<file path="src/rtl/rlp_pkg.sv">
package rlp_pkg;
  // Kind of word handed from the run coder to the byte lane.
  typedef enum logic {
    WK_PLAIN = 1'b0,
    WK_COUNT = 1'b1
  } word_kind_e;
endpackage

</file>
<file path="src/rtl/rlp_run_coder.sv">
module rlp_run_coder
  import rlp_pkg::*;
#(
  parameter int unsigned WORD_W  = 32,
  parameter int unsigned MAX_RUN = 32'h7FFF_FFFF
) (
  input  logic              clk,
  input  logic              rst_n,
  input  logic              rle_en,
  input  logic              in_valid,
  output logic              in_ready,
  input  logic [WORD_W-1:0] in_data,
  input  logic              in_last,
  output logic              word_valid,
  output logic [WORD_W-1:0] word_data,
  input  logic              word_take
);
  localparam int unsigned CNT_W = WORD_W - 1;
  localparam logic [CNT_W-1:0] CNT_MAX = CNT_W'(MAX_RUN);

  logic              word_v;
  logic [WORD_W-1:0] word_q;
  word_kind_e        kind_q;
  word_kind_e        prev_kind_q;
  logic              stash_v;
  logic [CNT_W-1:0]  stash_q;
  logic              have_prev;
  logic [CNT_W-1:0]  prev_q;
  logic [CNT_W-1:0]  cnt_q;

  logic              take_in;
  logic [CNT_W-1:0]  smp;
  logic [CNT_W-1:0]  cnt_inc;
  logic              same;

  assign in_ready   = !word_v && !stash_v;
  assign take_in    = in_valid && in_ready;
  assign smp        = in_data[CNT_W-1:0];
  assign cnt_inc    = cnt_q + CNT_W'(1);
  assign same       = have_prev && (smp == prev_q);
  assign word_valid = word_v;
  assign word_data  = word_q;

  always_ff @(posedge clk) begin
    if (!rst_n) begin
      word_v      <= 1'b0;
      word_q      <= '0;
      kind_q      <= WK_PLAIN;
      prev_kind_q <= WK_COUNT;
      stash_v     <= 1'b0;
      stash_q     <= '0;
      have_prev   <= 1'b0;
      prev_q      <= '0;
      cnt_q       <= '0;
    end else begin
      // Slot drain: a stashed sample follows the count word out.
      if (word_v && word_take) begin
        prev_kind_q <= kind_q;
        if (stash_v) begin
          word_q  <= {1'b0, stash_q};
          kind_q  <= WK_PLAIN;
          stash_v <= 1'b0;
        end else begin
          word_v <= 1'b0;
        end
      end
      // New sample; only possible while the slot is empty.
      if (take_in) begin
        word_v <= 1'b1;
        if (!rle_en) begin
          word_q    <= in_data;
          kind_q    <= WK_PLAIN;
          have_prev <= 1'b0;
          cnt_q     <= '0;
        end else if (!have_prev) begin
          word_q    <= {1'b0, smp};
          kind_q    <= WK_PLAIN;
          prev_q    <= smp;
          cnt_q     <= '0;
          have_prev <= !in_last;
        end else if (same) begin
          if ((cnt_inc == CNT_MAX) || in_last) begin
            word_q    <= {1'b1, cnt_inc};
            kind_q    <= WK_COUNT;
            cnt_q     <= '0;
            have_prev <= 1'b0;
          end else begin
            cnt_q  <= cnt_inc;
            word_v <= 1'b0;
          end
        end else begin
          prev_q    <= smp;
          cnt_q     <= '0;
          have_prev <= !in_last;
          if (cnt_q != '0) begin
            word_q  <= {1'b1, cnt_q};
            kind_q  <= WK_COUNT;
            stash_v <= 1'b1;
            stash_q <= smp;
          end else begin
            word_q <= {1'b0, smp};
            kind_q <= WK_PLAIN;
          end
        end
      end
    end
  end


  count_after_plain_chk: assert property (@(posedge clk) disable iff (!rst_n)
    (word_v && kind_q == WK_COUNT) |-> (prev_kind_q == WK_PLAIN));


  count_range_chk: assert property (@(posedge clk) disable iff (!rst_n)
    (word_v && kind_q == WK_COUNT) |->
      ((word_q[CNT_W-1:0] != '0) && (word_q[CNT_W-1:0] <= CNT_MAX)));

endmodule

</file>
<file path="src/rtl/rlp_byte_lane.sv">
module rlp_byte_lane #(
  parameter int unsigned GROUPS  = 4,
  parameter int unsigned GROUP_W = 8
) (
  input  logic                      clk,
  input  logic                      rst_n,
  input  logic [GROUPS-1:0]         grp_off,
  input  logic                      word_valid,
  input  logic [GROUPS*GROUP_W-1:0] word_data,
  output logic                      word_take,
  output logic                      out_valid,
  output logic [GROUP_W-1:0]        out_data,
  input  logic                      out_ready
);
  localparam int unsigned WORD_W = GROUPS * GROUP_W;
  localparam int unsigned SEL_W  = (GROUPS > 1) ? $clog2(GROUPS) : 1;
  localparam int unsigned SENT_W = $clog2(GROUPS + 1);

  logic [WORD_W-1:0] data_q;
  logic [GROUPS-1:0] rem_q;
  logic [GROUPS-1:0] en_q;
  logic [SENT_W-1:0] sent_q;
  logic              loaded_q;

  logic [SEL_W-1:0]  sel;
  logic              fire;
  logic [GROUPS-1:0] rem_after;

  // Lowest remaining enabled group goes out first.
  always_comb begin
    sel = '0;
    for (int g = GROUPS - 1; g >= 0; g--) begin
      if (rem_q[g]) sel = SEL_W'(g);
    end
  end

  assign out_valid = |rem_q;
  assign out_data  = data_q[int'(sel)*GROUP_W +: GROUP_W];
  assign fire      = out_valid && out_ready;
  assign rem_after = fire ? (rem_q & (rem_q - GROUPS'(1))) : rem_q;
  assign word_take = word_valid && (rem_after == '0);

  always_ff @(posedge clk) begin
    if (!rst_n) begin
      data_q   <= '0;
      rem_q    <= '0;
      en_q     <= '0;
      sent_q   <= '0;
      loaded_q <= 1'b0;
    end else if (word_take) begin
      data_q   <= word_data;
      rem_q    <= ~grp_off;
      en_q     <= ~grp_off;
      sent_q   <= '0;
      loaded_q <= 1'b1;
    end else begin
      rem_q <= rem_after;
      if (fire) sent_q <= sent_q + SENT_W'(1);
    end
  end


  hold_under_stall_chk: assert property (@(posedge clk) disable iff (!rst_n)
    (out_valid && !out_ready) |=> (out_valid && $stable(out_data)));


  bytes_per_word_chk: assert property (@(posedge clk) disable iff (!rst_n)
    (word_take && loaded_q) |->
      ((int'(sent_q) + (fire ? 1 : 0)) == $countones(en_q)));

endmodule

</file>
<file path="src/rtl/sample_run_packer.sv">
module sample_run_packer #(
  parameter int unsigned GROUPS  = 4,
  parameter int unsigned GROUP_W = 8,
  parameter int unsigned MAX_RUN = 32'h7FFF_FFFF
) (
  input  logic                      clk,
  input  logic                      rst_n,
  input  logic                      rle_en,
  input  logic [GROUPS-1:0]         grp_off,
  input  logic                      in_valid,
  output logic                      in_ready,
  input  logic [GROUPS*GROUP_W-1:0] in_data,
  input  logic                      in_last,
  output logic                      out_valid,
  input  logic                      out_ready,
  output logic [GROUP_W-1:0]        out_data
);
  localparam int unsigned WORD_W = GROUPS * GROUP_W;

  logic              word_valid;
  logic [WORD_W-1:0] word_data;
  logic              word_take;

  rlp_run_coder #(
    .WORD_W (WORD_W),
    .MAX_RUN(MAX_RUN)
  ) coder_i (
    .clk       (clk),
    .rst_n     (rst_n),
    .rle_en    (rle_en),
    .in_valid  (in_valid),
    .in_ready  (in_ready),
    .in_data   (in_data),
    .in_last   (in_last),
    .word_valid(word_valid),
    .word_data (word_data),
    .word_take (word_take)
  );

  rlp_byte_lane #(
    .GROUPS (GROUPS),
    .GROUP_W(GROUP_W)
  ) lane_i (
    .clk       (clk),
    .rst_n     (rst_n),
    .grp_off   (grp_off),
    .word_valid(word_valid),
    .word_data (word_data),
    .word_take (word_take),
    .out_valid (out_valid),
    .out_data  (out_data),
    .out_ready (out_ready)
  );


  reset_idle_chk: assert property (@(posedge clk)
    !rst_n |=> (!out_valid && in_ready));

endmodule

</file>
<file path="config.mk">
export PLATFORM = sky130hd
export DESIGN_NAME = sample_run_packer
export DESIGN_NICKNAME = d
export VERILOG_FILES = /design/src/rtl/rlp_pkg.sv /design/src/rtl/rlp_run_coder.sv /design/src/rtl/rlp_byte_lane.sv /design/src/rtl/sample_run_packer.sv
export SDC_FILE = /design/constraint.sdc
export NUM_CORES = 1
export LEC_CHECK = 0
export ABC_AREA = 1
export BUFFER_PORTS_ARGS = -buffer_cell sky130_fd_sc_hd__buf_2
export CAP_MARGIN = 40
export CORE_UTILIZATION = 48
export CTS_BUF_LIST = sky130_fd_sc_hd__clkbuf_8
export CTS_CLUSTER_DIAMETER = 60
export DETAILED_ROUTE_END_ITERATION = 7
export PLACE_DENSITY = 0.74
export REMOVE_ABC_BUFFERS = 1
export SLEW_MARGIN = 20
export SYNTH_ARGS = -nofsm -noshare
export SYNTH_HDL_FRONTEND = slang
export SYNTH_SLANG_ARGS = --single-unit
</file>
<file path="constraint.sdc">
create_clock -name clk -period 2.98 [get_ports clk]
set_input_delay 0.298 -clock clk [delete_from_list [all_inputs] [get_ports clk]]
set_output_delay 0.298 -clock clk [all_outputs]
set_load 0.01 [all_outputs]
</file>
==> results.sh, run 1 <==
export IMPL_final_common_cell="nand2_1"
export IMPL_seq_area_frac_synth=0.347
export IMPL_cts_tree="done"
export IMPL_grt_pass1_vias=8866
export IMPL_setup_ws_ns=0.257
export IMPL_synth_top_area_frac=0.347
export IMPL_cts_sinks=164
export IMPL_power_density_nw_per_um2=455
export IMPL_clk_transition_reported_paths_ns=0.10
export IMPL_min_path_type="in -> reg"
export IMPL_cp_max_fo=20
export IMPL_critical_path_required_ns=3.38
export IMPL_syn_avg_cell_area_um2=6.33
export IMPL_dieArea_um2=20300
export IMPL_port_buffers=51
export IMPL_synth_area_um2=9460
export IMPL_cts_setup_buffers=0
export IMPL_drtPass1Iterations=7
export IMPL_instances_no_fill=1782
export IMPL_core_um2=19000
export IMPL_max_freq_mhz=367
export IMPL_ys_ff_latch=164
export IMPL_mostFrequentLayoutCells="nand2_1 (507), a21oi_1 (179), dfxtp_1 (164)"
export IMPL_post_dp_hpwl_mm=21.0
export IMPL_end_kind="flop"
export IMPL_period_minus_slack_ns=2.72
export IMPL_initial_core_util=0.497
export IMPL_hold_viol=0
export IMPL_grt_remaining_overflow=0
export IMPL_clock_latency_ns=0.48
export IMPL_whs_path_depth=3
export IMPL_async_reset_ff_frac=0
export IMPL_ff2ff_path_depth=18
export IMPL_synth_edf_count=0
export IMPL_yosys_area_top_type="dfxtp_1"
export IMPL_pre_cts_slack_ns=0.260
export IMPL_synthFlopType="dfxtp_1"
export IMPL_setup_viol_count_final=0
export IMPL_cp_start_kind="flop"
export IMPL_place_congestion=1.03
export IMPL_final_period_utilization=0.914
export IMPL_routed_wl_mm=30.1
export IMPL_slew_headroom=0.517
export IMPL_holdPathEnd="lane_i.rem_q[3]"
export IMPL_area_growth_pct=9.88
export IMPL_p_total_w=0.00473
export IMPL_status="finished, final reports clean"
export IMPL_worstReg2RegStart="coder_i.cnt_q[1]"
export IMPL_synth_cell_type_count=34
export IMPL_whs_ns=0.0755
export IMPL_cts_buffers=17
export IMPL_num_vias=10000
export IMPL_grtUsageTotal=0.305
export IMPL_grt_max_degree=69
export IMPL_io_pins=52
export IMPL_r2r_end="coder_i.word_data[31]"
export IMPL_regToRegSetupSlack_ns=0.26
export IMPL_clock_path_buffers=2
export IMPL_die_w_um=142
export IMPL_die_h_um=142
export IMPL_skew_ns=0.0114
export IMPL_worst_setup_path_type="reg -> reg"
export IMPL_synth_area_leaders="dfxtp_1 (35%), nand2_1 (20%), a21oi_1 (9.5%)"
export IMPL_h_tree_depth=4
export IMPL_root_buffer="clkbuf_8"
export IMPL_worstMarginPinSlew_ns=0.722
export IMPL_arrival_ns=3.12
export IMPL_wl_per_cell_um=16.9
export IMPL_p_leak_nw=4.19
export IMPL_ir_worst_vdd_uv=280
export IMPL_dp_cells=1749
export IMPL_maxCapViolations=0
export IMPL_ys_warn_count=0
export IMPL_antenna_found_initial=0
export IMPL_drt_first_iter_violations=1110
export IMPL_grt_setup_unrepaired="false"
export IMPL_ant_nets=0
export IMPL_fin_nets=1554
export IMPL_syn_inst=1494
export IMPL_worstHoldStart="grp_off[3]"
export IMPL_slew_viol_final=0
export IMPL_num_rows=50
export IMPL_drc=0
export IMPL_grt_pass1_wl_mm=47.9
export IMPL_via_per_inst=5.63
export IMPL_antennaDiodeCount=0
export IMPL_drive_above_1_share=0.117
report_power, final:
| group | switching (W) | internal, W |
|---|---|---|
| Clock | 0.000929 | 0.000852 |
| Sequential | 0.0000536 | 0.00228 |
| Combinational | 0.000402 | 0.000212 |
| Total | 0.00138 | 0.00334 |
layer usage:
metal | global-route usage | part of all wire | vias up
li1 | - | - | 4917
met1 | 0.427 | 0.44 | 4520
met2 | 0.454 | 0.42 | 503
met3 | 0.0585 | 0.099 | 87
met4 | 0.127 | 0.037 | 0
met5 | 0 | 0 | -
layout make-up:
cell class	instances	area, um^2
fillers	1949	8630
multi-input cells	1147	5470
flip-flops and latches	164	3280
repair buffers	83	523
inverters	96	362
well taps	260	325
clock buffers	17	234
clock inverters	15	196
worst max path at each step:
| stage | endpoint | from |
|---|---|---|
| global route | coder_i.word_data[5] | coder_i.cnt_q[1] |
| finish | coder_i.word_data[31] | coder_i.cnt_q[1] |
| global placement | coder_i.word_valid | coder_i.cnt_q[1] |
| floorplan | coder_i.stash_q[0] | coder_i.stash_v |
| CTS | coder_i.word_data[31] | coder_i.cnt_q[1] |
| detailed placement | coder_i.word_valid | coder_i.cnt_q[1] |
cell usage after synthesis, drive strengths merged, types with 12 or more instances:
library cell and n:
a21oi 180, clkbuf 66, nand2 512, xnor2 12
nor2 125, buf 21, o21ai 68, nand3 124
dfxtp 164, inv 93, mux2 31, nand4 44
xor2 15
flip-flops by register name (all words and copies together), names as in the netlist:
signal,count
coder_i.stash_v,1
coder_i.word_data,32
coder_i.have_prev,1
coder_i.word_valid,1
coder_i.prev_q,31
lane_i.rem_q,4
coder_i.cnt_q,31
lane_i.data_q,32
coder_i.stash_q,31
through the flow:
step	setup TNS (ns)	utilization	area (um^2)
after floorplan	-115.39	-	9100
after global placement	0	0.523	9940
after detailed placement	0	0.523	9940
after CTS	0	0.546	10400
after global routing	0	0.546	10400
final	0	0.546	10400
timing repair:
item,CTS,global route
endpoints found under the hold margin,1,0
gates resized for setup,0,2
endpoints found under the setup margin,0,14
hold buffers,1,0
worst max-delay path: stages (launching register included):
cell	delay, ns
dfxtp_1	0.43
ha_1	0.24
nand2_2	0.12
nor2_8	0.18
nand3_2	0.13
clkinv_1	0.10
nand2_1	0.06
nand2_1	0.06
nand2_1	0.09
nor2_1	0.14
nand2_1	0.07
nor2_1	0.14
nand3_2	0.16
nand2_8	0.17
nor2_4	0.04
buf_4	0.22
nand2_1	0.09
nand2_1	0.05
a21oi_1	0.15
cell families (layout without fill, tap and decap cells):
logic type / Yosys count / count (layout) / synth area share
AOI/OAI and AO/OA: 258 / 258 / 0.139
buffers and inverters: 183 / 211 / 0.0763
DFF: 164 / 164 / 0.347
and+or+nand+nor: 828 / 828 / 0.372
xor gates and xnor gates: 27 / 27 / 0.0250
adders and majority gates: 3 / 3 / 0.00397
muxes: 31 / 31 / 0.0369
Note: power is estimated with default switching activity, not from simulation.
==> inputs of run 2 (changes only) <==
CORE_MARGIN = 8   (was default)
CTS_CLUSTER_DIAMETER = default   (was 60)
==> run 2 against run 1 <==
Via count rose by 1.8%. Worst hold slack improved by 0.0019 ns. Critical path depth fell by 5. Clock power fell by 3%. Core utilization fell by 0.60 points. Sequential power barely moved. Critical path type unchanged. Critical endpoint is now coder_i.word_data[21]. Largest cell class unchanged. Highest routed layer unchanged.
==> results.sh, run 2 (synthesis gave the netlist of run 1 again) <==
export IMPL_status="finished, final reports clean"
export IMPL_drt_first_iter_violations=1263
export IMPL_period_minus_slack_ns=2.75
export IMPL_root_buffer="clkbuf_8"
export IMPL_grt_pass1_wl_mm=50.5
export IMPL_io_pins=52
export IMPL_min_path_type="in -> reg"
export IMPL_skew_ns=0.0157
export IMPL_cts_setup_buffers=0
export IMPL_grtUsageTotal=0.260
export IMPL_final_cell_area_um2=10500
export IMPL_post_dp_hpwl_mm=22.0
export IMPL_arrival_ns=3.16
export IMPL_die_w_um=156
export IMPL_regToRegSetupSlack_ns=0.23
export IMPL_p_leak_nw=4.24
export IMPL_p_total_w=0.00469
export IMPL_grt_setup_unrepaired="false"
export IMPL_dp_cells=1761
export IMPL_cts_buffers=17
export IMPL_end_kind="flop"
export IMPL_area_growth_pct=10.8
export IMPL_cts_tree="done"
export IMPL_num_rows=51
export IMPL_wl_per_cell_um=17.7
export IMPL_place_congestion=1.05
export IMPL_placed_cell_area_um2=10000
export IMPL_instances_no_fill=1796
export IMPL_setup_viol_count_final=0
export IMPL_clock_latency_ns=0.48
export IMPL_antenna_found_initial=0
export IMPL_grt_pass1_vias=9344
export IMPL_fin_nets=1563
export IMPL_cts_sinks=164
export IMPL_final_common_cell="nand2_1"
export IMPL_drc=0
export IMPL_worst_setup_path_type="reg -> reg"
export IMPL_max_freq_mhz=363
export IMPL_slew_headroom=0.473
export IMPL_clock_path_buffers=2
export IMPL_power_density_nw_per_um2=447
export IMPL_core_um2=19400
export IMPL_initial_core_util=0.488
export IMPL_drtPass1Iterations=7
export IMPL_hold_viol=0
export IMPL_antennaDiodeCount=0
export IMPL_mostFrequentLayoutCells="nand2_1 (507), a21oi_1 (179), dfxtp_1 (163)"
export IMPL_final_period_utilization=0.924
export IMPL_grt_max_degree=57
export IMPL_drive_above_1_share=0.123
export IMPL_h_tree_depth=4
export IMPL_port_buffers=51
export IMPL_final_util=0.540
export IMPL_ant_nets=0
export IMPL_num_vias=10200
export IMPL_grt_remaining_overflow=0
export IMPL_tns_ns=0
export IMPL_routed_wl_mm=31.8
export IMPL_die_h_um=156
export IMPL_critical_path_required_ns=3.39
export IMPL_ir_worst_vdd_uv=275
export IMPL_cp_start_kind="flop"
export IMPL_dieArea_um2=24500
export IMPL_maxCapViolations=0
export IMPL_slew_viol_final=0
export IMPL_via_per_inst=5.68
export IMPL_clk_transition_reported_paths_ns=0.10
export IMPL_cp_max_fo=46
export IMPL_worstMarginPinSlew_ns=0.788
[run 2: cell count changes in the layout (fill, tap and decap cells not counted), sizes merged]
cell,before,now
inv,100,101
buf,82,90
bufinv,3,2
nor2,125,126
clkbuf,17,18
clkinvlp,3,2
[run 2: worst max-delay path, cell delays in order (launching register included)]
cell and delay (ns):
dfxtp_1 0.33, xnor2_1 0.15, nand3_1 0.09, nor2_1 0.21, nand4_1 0.13, nor2_1 0.29, nand3_1 0.35, buf_4 0.31
inv_2 0.09, buf_12 0.22, nand3_1 0.17, nand2_1 0.11, nand2_1 0.07, a21oi_1 0.12
[run 2: final cells by class]
class	instances	area (um^2)
Fill cell	1976	8910
Multi-Input combinational cell	1148	5470
Sequential cell	164	3280
Timing Repair Buffer	91	624
Inverter	96	362
Tap cell	265	332
Clock buffer	18	248
Clock inverter	14	163
[run 2: path summary, 6_finish.rpt]
| path | startpoint | end | cells past startpoint |
|---|---|---|---|
| max reg2reg | coder_i.prev_q[14] | coder_i.word_data[21] | 13 |
| min reg2reg | lane_i.data_q[26] | lane_i.data_q[26] | 2 |
| max | coder_i.prev_q[14] | coder_i.word_data[21] | 13 |
| min | grp_off[2] | lane_i.rem_q[2] | 3 |
[run 2: power by group]
part | switching (W) | leakage, nW | internal, W
sequential | 0.0000534 | 1.33 | 0.00228
combinational | 0.000413 | 2.70 | 0.000223
clock | 0.000934 | 0.206 | 0.000791
total | 0.00140 | 4.24 | 0.00329
[run 2: repair_timing]
| action | 4_1_cts | 5_1_grt |
|---|---|---|
| endpoints found under the setup margin | 0 | 38 |
| hold endpoints to repair | 1 | 0 |
| hold buffers | 1 | 0 |
| resized for setup | 0 | 3 |
[run 2: through the flow]
| step | setup WS, ns | hold WS (ns) |
|---|---|---|
| after global placement | 0.286 | 0.436 |
| after floorplan | -2.14 | 0.387 |
| after CTS | 0.186 | 0.0555 |
| after global routing | 0.0545 | 0.0680 |
| after detailed placement | 0.223 | 0.442 |
| final | 0.227 | 0.0774 |
[run 2: per-layer routing]
metal	up-vias	GRT usage	share of wire
met5	-	0	0
met4	0	0.106	0.034
met3	91	0.0507	0.10
met2	570	0.393	0.44
met1	4613	0.355	0.43
li1	4934	-	-
==> inputs of run 3 (changes only) <==
ABC_AREA = 0   (was 1)
==> run 3 against run 2 <==
The run now ends with negative setup slack left. First-iteration DRC count decreased by 11%. Critical path depth increased by 1. Combinational power decreased by 8.2%. Maximum frequency decreased by 7.8%. Critical endpoint is now coder_i.cnt_q[9].
==> results.sh, run 3 <==
export IMPL_status="finished, violations left"
export IMPL_violations="negative setup slack"
export IMPL_maxCapViolations=0
export IMPL_io_pins=52
export IMPL_end_kind="flop"
export IMPL_arrival_ns=3.35
export IMPL_grtUsageTotal=0.251
export IMPL_fin_nets=1259
export IMPL_ir_worst_vdd_uv=247
export IMPL_hold_viol=0
export IMPL_synth_cell_type_count=59
export IMPL_num_vias=9094
export IMPL_crit_slowest_cell="dfxtp_4"
export IMPL_worst_setup_path_type="reg -> reg"
export IMPL_cts_tree="done"
export IMPL_slowest_delay_ns=0.35
export IMPL_ant_nets=0
export IMPL_regToRegSetupSlack_ns=-0.007
export IMPL_drive_above_1_share=0.243
export IMPL_ff2ff_path_depth=14
export IMPL_power_density_nw_per_um2=399
export IMPL_seq_area_frac_synth=0.351
export IMPL_routed_wl_mm=31.2
export IMPL_worstMarginPinSlew_ns=0.640
export IMPL_cts_buffers=17
export IMPL_synth_edf_count=0
export IMPL_synth_top_area_frac=0.351
export IMPL_dieArea_um2=24200
export IMPL_max_freq_mhz=335
export IMPL_yosysMostFrequentCell="dfxtp_1"
export IMPL_async_reset_ff_frac=0
export IMPL_p_leak_nw=4.07
export IMPL_r2r_end="coder_i.cnt_q[9]"
export IMPL_post_dp_hpwl_mm=22.1
export IMPL_setup_viol_count_final=2
export IMPL_ys_warn_count=0
export IMPL_startpoint="coder_i.cnt_q[4]"
export IMPL_synthFlopType="dfxtp_1"
export IMPL_die_w_um=156
export IMPL_grt_pass1_vias=8342
export IMPL_cp_max_fo=8
export IMPL_cts_sinks=164
export IMPL_final_period_utilization=1.00
export IMPL_h_tree_depth=4
export IMPL_worstReg2RegStart="coder_i.cnt_q[4]"
export IMPL_slew_viol_final=0
export IMPL_synth_area_leaders="dfxtp_1 (35%), mux2i_1 (7.5%), nor2b_1 (5.5%)"
export IMPL_min_path_type="in -> reg"
export IMPL_drtPass1Iterations=5
export IMPL_drc=0
export IMPL_mostFrequentLayoutCells="dfxtp_1 (152), nand2_1 (127), buf_4 (113)"
export IMPL_syn_avg_cell_area_um2=8.47
export IMPL_period_minus_slack_ns=2.99
export IMPL_critical_path_required_ns=3.35
export IMPL_grt_setup_unrepaired="true"
export IMPL_clk_transition_reported_paths_ns=0.09
export IMPL_final_common_cell="dfxtp_1"
export IMPL_pre_cts_slack_ns=-0.0292
export IMPL_grt_max_degree=117
export IMPL_antennaDiodeCount=0
export IMPL_root_buffer="clkbuf_8"
export IMPL_clock_latency_ns=0.47
export IMPL_grt_pass1_wl_mm=47.6
export IMPL_cp_endpoint="coder_i.cnt_q[9]"
export IMPL_core_um2=19300
export IMPL_syn_inst=1105
export IMPL_crit_path_frequent_cell="buf_4"
export IMPL_setup_ws_ns=-0.00701
export IMPL_slew_headroom=0.574
export IMPL_clock_path_buffers=2
export IMPL_die_h_um=156
export IMPL_port_buffers=51
export IMPL_skew_ns=0.00799
export IMPL_synth_common_cells="dfxtp_1 (164), nand2_1 (127), nor2b_1 (82)"
export IMPL_wl_per_cell_um=20.9
export IMPL_num_rows=51
export IMPL_grt_remaining_overflow=0
export IMPL_place_congestion=0.982
export IMPL_area_growth_pct=21.6
export IMPL_antenna_found_initial=0
export IMPL_ys_ff_latch=164
export IMPL_path_cells="buf_6 > nand4_1 > nor4_4 > xor2_1 > nand4_1 > buf_4 > buf_4 > buf_4 > nor2_4 > a2111oi_4 > buf_4 > clkbuf_16 > a21o_1 > a22o_1"
export IMPL_via_per_inst=6.10
export IMPL_initial_core_util=0.485
export IMPL_whs_ns=0.103
export IMPL_synth_area_um2=9350
export IMPL_p_total_w=0.00454
export IMPL_yosys_area_top_type="dfxtp_1"
export IMPL_drt_first_iter_violations=1120
export IMPL_cp_start_kind="flop"
==> run 3: cell count changes after synthesis, sizes merged, moves of 24 or more <==
cell    delta
o21ai     -38
nand2    -385
xnor2     +35
mux2i     +70
inv       -74
nor2      -58
a211oi    +24
nor2b     +82
a21boi    +37
nand3     -94
a21oi    -160
a22o      +31
o211ai    +46
==> run 3: where the power goes <==
part | switching (W) | internal [W] | leakage, nW
Combinational | 0.000344 | 0.000239 | 2.55
Clock | 0.000899 | 0.000749 | 0.190
Sequential | 0.0000537 | 0.00226 | 1.34
==> run 3: area by class of cell <==
| cell class | instances | area (um^2) |
|---|---|---|
| fill | 1691 | 7900 |
| multi-input combinational | 828 | 5870 |
| sequential | 164 | 3310 |
| timing repair buffer | 184 | 1410 |
| tap | 265 | 332 |
| clock buffer | 17 | 234 |
| clock inverter | 15 | 156 |
| inverter | 19 | 71.3 |
==> run 3: logic make-up (layout without fill, tap and decap cells) <==
family | Yosys count | in the layout | share of synthesized area
AOI/OAI and AO/OA | 246 | 246 | 0.189
adders and majority gates | 5 | 5 | 0.00615
xor gates and xnor gates | 54 | 54 | 0.0506
muxes | 102 | 102 | 0.123
buffers and inverters | 113 | 235 | 0.0471
and+or+nand+nor | 421 | 421 | 0.233
DFF | 164 | 164 | 0.351
==> run 3: worst min path at each step <==
stage / cells after the start / to / from / slack [ns]
3_5_place_dp: 2 / lane_i.data_q[21] / lane_i.data_q[21] / 0.45
3_3_place_gp: 2 / lane_i.data_q[21] / coder_i.word_data[21] / 0.44
4_1_cts: 3 / lane_i.rem_q[3] / grp_off[3] / 0.09
6_report: 3 / lane_i.rem_q[3] / grp_off[3] / 0.10
2_1_floorplan: 2 / coder_i.word_data[31] / rst_n / 0.41
5_1_grt: 3 / lane_i.rem_q[3] / grp_off[3] / 0.11
==> run 3: per-stage QoR <==
step	instance area [um^2]	setup TNS, ns	std cells	utilization
final	11400	-0.00921	1492	0.590
after CTS	10900	0	1460	0.563
after floorplan	8980	-70.68	1011	-
after global placement	10400	-0.00562	1427	0.541
after global routing	11400	-0.689	1492	0.590
after detailed placement	10400	-0.0857	1427	0.541
==> run 3: timing repair <==
item                                    CTS  global route
endpoints found under the setup margin    8            56
pin swaps                                 3            25
gates resized for setup                   8            49
buffers inserted                          1            28
hold buffers                              0             0
cloned                                    0             4
==> run 3: worst max-delay path: cells and delay by family (launching register included) <==
family / cells / cell delay, ns
flip-flops: 1 / 0.35
buffers and inverters: 6 / 0.92
AO/OA/AOI/OAI: 3 / 0.40
XOR/XNOR: 1 / 0.28
AND/OR/NAND/NOR: 4 / 0.93
==> run 3: metal layers <==
metal | up-vias | share of wire | track usage
met1 | 4287 | 0.42 | 0.336
met4 | 0 | 0.040 | 0.121
met2 | 507 | 0.45 | 0.382
met3 | 94 | 0.090 | 0.0471
met5 | - | 0 | 0
li1 | 4206 | - | -
